File: config.mk
export PLATFORM = sky130hd
export DESIGN_NAME = clkout_bank_gate
export DESIGN_NICKNAME = d
export VERILOG_FILES = /design/src/rtl/ob_pkg.sv /design/src/rtl/ob_src_sel.sv /design/src/rtl/ob_bank_fsm.sv /design/src/rtl/ob_level_map.sv /design/src/rtl/clkout_bank_gate.sv
export SDC_FILE = /design/constraint.sdc
export NUM_CORES = 1
export LEC_CHECK = 0
export BUFFER_PORTS_ARGS = -buffer_cell sky130_fd_sc_hd__buf_4
export CAP_MARGIN = 0
export CELL_PAD_IN_SITES_DETAIL_PLACEMENT = 2
export CELL_PAD_IN_SITES_GLOBAL_PLACEMENT = 2
export CORE_MARGIN = 8
export CORE_UTILIZATION = 29
export DETAILED_ROUTE_END_ITERATION = 8
export HOLD_SLACK_MARGIN = 0.08
export PLACE_DENSITY = 0.72
export SLEW_MARGIN = 30
export SYNTH_ARGS = -nofsm -noshare
export SYNTH_HDL_FRONTEND = slang
export SYNTH_SLANG_ARGS = --single-unit
File: constraint.sdc
create_clock -name clk -period 1.47 [get_ports clk]
set_input_delay 0.147 -clock clk [delete_from_list [all_inputs] [get_ports clk]]
set_output_delay 0.147 -clock clk [all_outputs]
set_load 0.02 [all_outputs]
File: src/rtl/ob_pkg.sv
package ob_pkg;
    typedef enum logic [1:0] {
        S_PARK = 2'd0,
        S_RUN  = 2'd1,
        S_OFF  = 2'd2,
        S_DOWN = 2'd3
    } bank_st_t;

    localparam logic TYPE_DIFF = 1'b0;
    localparam logic TYPE_SE   = 1'b1;
endpackage

File: src/rtl/ob_src_sel.sv
module ob_src_sel #(
    parameter bit HAS_BYP = 1'b0
) (
    input  logic clk,
    input  logic rst_n,
    input  logic div_clk,
    input  logic ref_clk,
    input  logic byp_req,
    input  logic cfg_open,
    output logic src_q
);
    logic src_d;

    generate
        if (HAS_BYP) begin : g_byp
            logic byp_q;
            always_ff @(posedge clk or negedge rst_n) begin
                if (!rst_n)        byp_q <= 1'b0;
                else if (cfg_open) byp_q <= byp_req;
            end
            assign src_d = byp_q ? ref_clk : div_clk;
        end else begin : g_plain
            logic unused_sel;
            assign unused_sel = ^{ref_clk, byp_req, cfg_open};
            assign src_d = div_clk;
        end
    endgenerate

    always_ff @(posedge clk or negedge rst_n) begin
        if (!rst_n) src_q <= 1'b0;
        else        src_q <= src_d;
    end
endmodule

File: src/rtl/ob_bank_fsm.sv
module ob_bank_fsm
    import ob_pkg::*;
(
    input  logic     clk,
    input  logic     rst_n,
    input  logic     src_q,
    input  logic     park_req,
    input  logic     en,
    input  logic     pwr_down,
    input  logic     type_req,
    output bank_st_t st_q,
    output logic     type_q,
    output logic     cfg_open
);
    bank_st_t st_d;

    assign cfg_open = (st_q == S_PARK) || (st_q == S_DOWN);

    always_comb begin
        st_d = st_q;
        if (pwr_down) begin
            st_d = S_DOWN;
        end else begin
            unique case (st_q)
                S_DOWN: st_d = S_PARK;
                S_PARK: if (!park_req && !src_q) st_d = en ? S_RUN : S_OFF;
                S_RUN: begin
                    if (!src_q) begin
                        if (park_req) st_d = S_PARK;
                        else if (!en) st_d = S_OFF;
                    end
                end
                S_OFF: begin
                    if (!src_q) begin
                        if (park_req) st_d = S_PARK;
                        else if (en)  st_d = S_RUN;
                    end
                end
                default: st_d = S_PARK;
            endcase
        end
    end

    always_ff @(posedge clk or negedge rst_n) begin
        if (!rst_n) begin
            st_q   <= S_PARK;
            type_q <= TYPE_DIFF;
        end else begin
            st_q <= st_d;
            if (cfg_open) type_q <= type_req;
        end
    end
endmodule

File: src/rtl/ob_level_map.sv
module ob_level_map
    import ob_pkg::*;
(
    input  bank_st_t st,
    input  logic     type_q,
    input  logic     src_q,
    output logic     line_a,
    output logic     line_b
);
    always_comb begin
        unique case (st)
            S_RUN: begin
                line_a = src_q;
                line_b = (type_q == TYPE_SE) ? src_q : ~src_q;
            end
            S_OFF: begin
                line_a = 1'b0;
                line_b = (type_q == TYPE_DIFF);
            end
            S_DOWN: begin
                line_a = 1'b0;
                line_b = 1'b0;
            end
            default: begin
                line_a = 1'b0;
                line_b = 1'b1;
            end
        endcase
    end
endmodule

File: src/rtl/clkout_bank_gate.sv
module clkout_bank_gate
    import ob_pkg::*;
#(
    parameter int NB       = 4,
    parameter int BYP_BANK = 0
) (
    input  logic          clk,
    input  logic          rst_n,
    input  logic [NB-1:0] div_clk,
    input  logic          ref_clk,
    input  logic          bypass,
    input  logic [NB-1:0] type_se,
    input  logic [NB-1:0] out_en,
    input  logic [NB-1:0] park_req,
    input  logic          pwr_down,
    output logic [NB-1:0] out_a,
    output logic [NB-1:0] out_b,
    output logic [NB-1:0] type_flag
);
    localparam int LAST_BANK = NB - 1;

    bank_st_t [NB-1:0] st_w;
    logic     [NB-1:0] src_q_w;
    logic     [NB-1:0] open_w;

    generate
        for (genvar i = 0; i <= LAST_BANK; i++) begin : g_bank
            ob_src_sel #(.HAS_BYP(i == BYP_BANK)) u_src (
                .clk      (clk),
                .rst_n    (rst_n),
                .div_clk  (div_clk[i]),
                .ref_clk  (ref_clk),
                .byp_req  (bypass),
                .cfg_open (open_w[i]),
                .src_q    (src_q_w[i])
            );

            ob_bank_fsm u_fsm (
                .clk      (clk),
                .rst_n    (rst_n),
                .src_q    (src_q_w[i]),
                .park_req (park_req[i]),
                .en       (out_en[i]),
                .pwr_down (pwr_down),
                .type_req (type_se[i]),
                .st_q     (st_w[i]),
                .type_q   (type_flag[i]),
                .cfg_open (open_w[i])
            );

            ob_level_map u_map (
                .st     (st_w[i]),
                .type_q (type_flag[i]),
                .src_q  (src_q_w[i]),
                .line_a (out_a[i]),
                .line_b (out_b[i])
            );
        end
    endgenerate
endmodule

Word-level counts from Yosys, hierarchy flattened
Cells that the tools add are included.
- flip-flop bits (word level): 17
- latch bits: 0
- bits in writable memories: 0
- memory bits (read-only): 0
- input port bits: 21
- output and inout port bits: 12
- logic and storage cells: 130
- memories kept: 0
- add/subtract/negate cells: 0
- multipliers: 0
- divide/modulo/power cells: 0
- order comparisons: 0
- equal/unequal tests: 32
- shifts and indexed selects: 0
- mux-type cells: 53
- bitwise logic cells: 8
- reductions and logical operators: 24
- operator list (operator ; count):
    2-bit two-way mux ; 36
    3-bit inequality test (second input constant) ; 12
    4-bit inequality test (second input constant) ; 8
    2-bit one-hot mux with 4 select lines ; 4
    5-bit AND reduction ; 4
    2-bit equality test (second input constant) ; 8
    1-bit one-hot mux with 3 select lines ; 4
    1-bit two-way mux ; 9
    2-bit by 1-bit equality test with 1-bit output (second input constant) ; 4
    1-bit zero test ; 8
    2-bit zero test ; 4
    1-bit inverter ; 8
    1-bit logical AND ; 4
    1-bit logical OR ; 4

Depth between registers and ports, before layout
- depth in word-level cells: 5
- mapped depth: 6

By module
Synthesis repeated with hierarchy kept, for this count alone.
- cell total of the unflattened synthesis: 128
- area total of the unflattened synthesis: 1270.0 um2
- by module, submodules not included (module ; instances ; cells an instance ; area an instance (um2) ; seq. area each (um2)):
    ob_bank_fsm ; 4 ; 26 ; 247.7 ; 75.1
    ob_level_map at g_bank[0].u_map ... ; 3 ; 4 ; 31.3 ; 0.0
    ob_src_sel at g_bank[0].u_src ; 1 ; 4 ; 80.1 ; 50.0
    ob_src_sel at g_bank[1].u_src ... ; 3 ; 1 ; 25.0 ; 25.0
    ob_level_map at g_bank[1].u_map ; 1 ; 5 ; 30.0 ; 0.0

Worst setup path before layout
OpenSTA, ideal clock, no wires.
- path type: register to register
- start point: register g_bank[0].u_fsm.st_q[0]
- end point: register g_bank[0].u_fsm.st_q[0]
- setup time: 0.104 ns
- data arrival time: 1.334 ns
- required time: 1.366 ns
- slack: 0.032 ns
- cell stages (with the launch flop): 6
- path through: dfrtp_1 inv_1 ha_1 nor4_2 nor4_2 o311ai_1
- word-level cells in the longest chain between the ends: 3
- RTL lines (what ; line ; source):
    from (decl) ; ob_bank_fsm.sv:11 ; output bank_st_t st_q,
    from (signal assigned) ; ob_bank_fsm.sv:49 ; st_q <= st_d;
    2-bit by 1-bit equality test with 1-bit output, or another cell as far along ; ob_bank_fsm.sv:24 ; unique case (st_q)
    4-bit inequality test (no line), or another cell as far along ; - ;
    5-bit AND reduction (no line) / 2-bit two-way mux (equally long branches) ; - ;
Parallel ways exist; a longest one is shown, timed or not.
A chain may end at the register's enable or synchronous reset.

Worst setup path after layout
- start point: register g_bank[2].u_fsm.st_q[1]
- end point: output out_b[2]
- word-level cells in the longest chain between the ends: 2
- RTL lines (what ; line ; source):
    from (decl) ; ob_bank_fsm.sv:11 ;
    from (signal assigned) ; ob_bank_fsm.sv:49 ;
    2-bit equality test / 2-bit by 1-bit equality test with 1-bit output (equally long branches) ; ob_level_map.sv:11 ; unique case (st)
    1-bit one-hot mux with 3 select lines (*) ; ob_level_map.sv:11 ;
    to (decl) ; clkout_bank_gate.sv:17 ; output logic [NB-1:0] out_b,
Mark *: on every way between the ends. The rest lies on a longest branch, timed or not.

==> results by group <==
Place
  • Placed Instances: roughly 220
  • Placer Congestion: about 0.80
  • Worst slack at placement: -274 ps
  • HPWL Detailed: 3110 um
  • Port Buf Inserts: 32

Clock network
  • Clk_lat worst skew: 250 ps
  • CTS Buf Count: 3
  • Root Driver: clkbuf_8
  • H-tree Lvls: 1
  • CTS tree: done
  • CTS sink count: 17
  • Worst-case clock buffer depth: 2
  • Worst-path clk slew: ~70 ps

Worst setup path
  • Crit end category: output port
  • Crit-path max FO: 4
  • Largest stage delay, worst path: approximately 370 ps
  • Worst path slowest cell: dfrtp_1
  • Critical Path, Cell by Cell: inv_2 -> ha_2 -> buf_4 -> a31oi_2 -> o21ai_1 -> buf_4
  • Crit path buffers/inverters: 3
  • CP arrival: between 1000 and 1500 ps
  • WP data required: between 1000 and 1500 ps
  • CP most frequent cell: buf_4
  • Worst path depth: 6
  • R2R cell count: 5
  • Startpoint types: flop
  • Family with the most delay on the worst path: buffers and inverters
  • Crit path kind: reg -> out

Cells and area
  • Fill cells: between 400 and 500
  • Area of the multi-input gates: about 1000 um2
  • Post-route insts no fill: between 200 and 300
  • Final nets: between 200 and 250
  • Final core occ: between 40% and 50%
  • Synth-to-Final Area Change: 67.1%
  • Antenna Cells: 0
  • Register Area: between 400 and 500 um2
  • Layout cells sized above 1: approximately two thirds

Global routing
  • Initial antenna violation count: 0
  • Largest net degree at the start of global routing: 18
  • Number of global-route vias before repair: around 1500
  • GRT Util Overall: approximately an eighth
  • Remaining global-route overflow: 0
  • First-pass GRT wire length: approximately 7600 um

Synth
  • Synth Instances: 134
  • Number of flops mapped to enable cells by yosys: 0
  • Ys flop type: dfrtp_1
  • Sequential fraction of the synthesis area: between 30% and 40%
  • Dominant cells by area after synthesis: dfrtp_1, ha_1, buf_4
  • Synth Warn #: 0
  • Post-Syn Area: 1350 um2
  • Post-synth top area share: approximately a third
  • Synthesized net count: approximately 180
  • Synth async-reset ratio: 100%
  • Area leader, netlist: dfrtp_1
  • Post-Syn Area per Cell: between 10 and 15 um2
  • #FFs+latches synth: 17
  • Yosys cell types: 23

Route
  • Routed WL per cell: approximately 19 um
  • Vias post-DR: between 1000 and 1500
  • Vias per Instance: just under 5
  • Antenna-violating nets left: 0
  • First drt pass iteration count: 4
  • Remaining DRCs: 0
  • DRT iter0 DRCs: 37
  • Drt total wl: ~4800 um

Floorplanning
  • Die Width: between 80 and 90 um
  • Initial Util: 29.4%
  • IO Pins: 33
  • Full die area: a little over 7000 um2
  • Core footprint: 4600 um2
  • Die Y: about 84 um
  • # rows: 25

Timing
  • Final Critical Period: between 1500 and 2000 ps
  • Fmax: approximately 610 MHz
  • Final hold vios: 0
  • Max-slew violations: 0
  • RSZ-0062 raised after global routing: yes
  • Setup TNS: -1230 ps
  • Period utilisation layout: 111%
  • Skew final: between 2 and 3 ps
  • Setup violators final: 14
  • Hold WS: between 100 and 150 ps
  • Slew @ Worst Pin: about 430 ps
  • Final WS setup: -162 ps
  • Rel. slew slack: between 70% and 80%

Worst hold path
  • Worst hold stages: 2
  • Worst hold path type: in -> reg

Power and ir drop
  • Worst ir drop on vdd: 0.537 mV
  • Leak: slightly above 0.001 uW
  • Pwr dens: approximately 1500 nW/um2

Run status
  • Failing checks: negative setup slack
  • Status: finished with violations

Job
  • Maxcap violations: 0
==> per-stage QoR <==
step,total power (uW),cell area [um2]
2_1_floorplan,1730,1350
3_3_place_gp,2070,1680
3_5_place_dp,2190,1680
4_1_cts,3090,2130
5_1_grt,3550,2260
6_report,3310,2260
==> cell usage after synthesis, types with 2 or more instances <==
master / number
a22oi_1: 8
o311ai_1: 2
o21ai_0: 3
mux2i_1: 3
nor4_2: 2
a21oi_1: 3
dfrtp_1: 17
nor3_1: 3
o22ai_1: 2
mux2_2: 6
o311ai_0: 6
buf_4: 12
nand2_1: 8
ha_1: 24
a221o_1: 3
and2_1: 3
xnor2_1: 3
inv_1: 21
==> where the power goes <==
part	internal, uW	switching, uW	total (uW)
clock	193	163	355
sequential	611	192	802
combinational	1120	1030	2150
==> cells in the final DEF, fill, tap and decap left out, types with 3 or more instances in the layout <==
cell type	instances
a221o_1	3
a22oi_1	8
and2_4	3
buf_4	53
buf_6	13
clkbuf_8	3
dfrtp_1	12
dfrtp_2	5
dlygate4sd3_1	4
ha_1	7
ha_2	6
ha_4	11
inv_1	13
inv_2	5
inv_4	3
mux2_2	6
nand2_1	4
o21ai_1	3
o311ai_1	4
o311ai_2	3
xnor2_1	3
==> cell families (layout without fill, tap and decap cells) <==
| logic type | count (synthesis) | in the layout | share of synthesized area [%] |
|---|---|---|---|
| AO/OA/AOI/OAI | 29 | 29 | 16.0 |
| XOR/XNOR | 3 | 3 | 1.94 |
| adder cells (fa/ha/maj) | 24 | 24 | 22.2 |
| buffers and inverters | 33 | 95 | 12.5 |
| flip-flops | 17 | 17 | 31.4 |
| multiplexers | 9 | 9 | 7.21 |
| AND/OR/NAND/NOR | 19 | 19 | 8.78 |
==> worst paths after layout <==
path / from / endpoint / slack (ps)
max in group asynchronous: rst_n / g_bank[0].u_fsm.st_q[1] / 960
worst min-delay path: type_se[2] / g_bank[2].u_fsm.type_q / 120
worst max-delay path: g_bank[2].u_fsm.st_q[1] / out_b[2] / -160
worst min register to register: g_bank[0].u_src.g_byp.byp_q / g_bank[0].u_src.g_byp.byp_q / 530
min in group asynchronous: rst_n / g_bank[2].u_src.src_q / 290
worst max register to register: g_bank[2].u_fsm.st_q[1] / g_bank[2].u_fsm.st_q[0] / -110
==> registers in the layout, indices dropped and copies added, names as in the netlist <==
signal,flops
g_bank.u_src.src_q,4
g_bank.u_fsm.st_q,8
g_bank.u_fsm.type_q,4
g_bank.u_src.g_byp.byp_q,1
==> per-layer routing <==
metal,track usage [%],vias to the layer above,wire length (um)
met1,12.2,613,1690
met5,0,-,0
li1,-,584,-
met4,2.83,0,98
met3,3.48,11,190
met2,27.4,27,2840
==> repair_timing <==
item,4_1_cts,5_1_grt
hold buffers,4,0
pin swaps,17,12
endpoints found under the hold margin,20,0
endpoints found under the setup margin,16,15
setup buffers,16,3
resized for setup,69,23
==> cell type report <==
class,instances,area share (%)
Clock buffer,4,1.99
Inverter,21,3.82
Multi-Input combinational cell,84,46.3
Sequential cell,17,19.1
Tap cell,54,2.99
Timing Repair Buffer,70,25.8
==> worst register-to-register path, cell delays in order, from the launching register on <==
cell      delay [ps]
dfrtp_1          400
buf_4            150
ha_4             170
nor3_1           270
o22ai_2          180
o311ai_1         300
No activity file was read; power rests on OpenSTA's default activity.
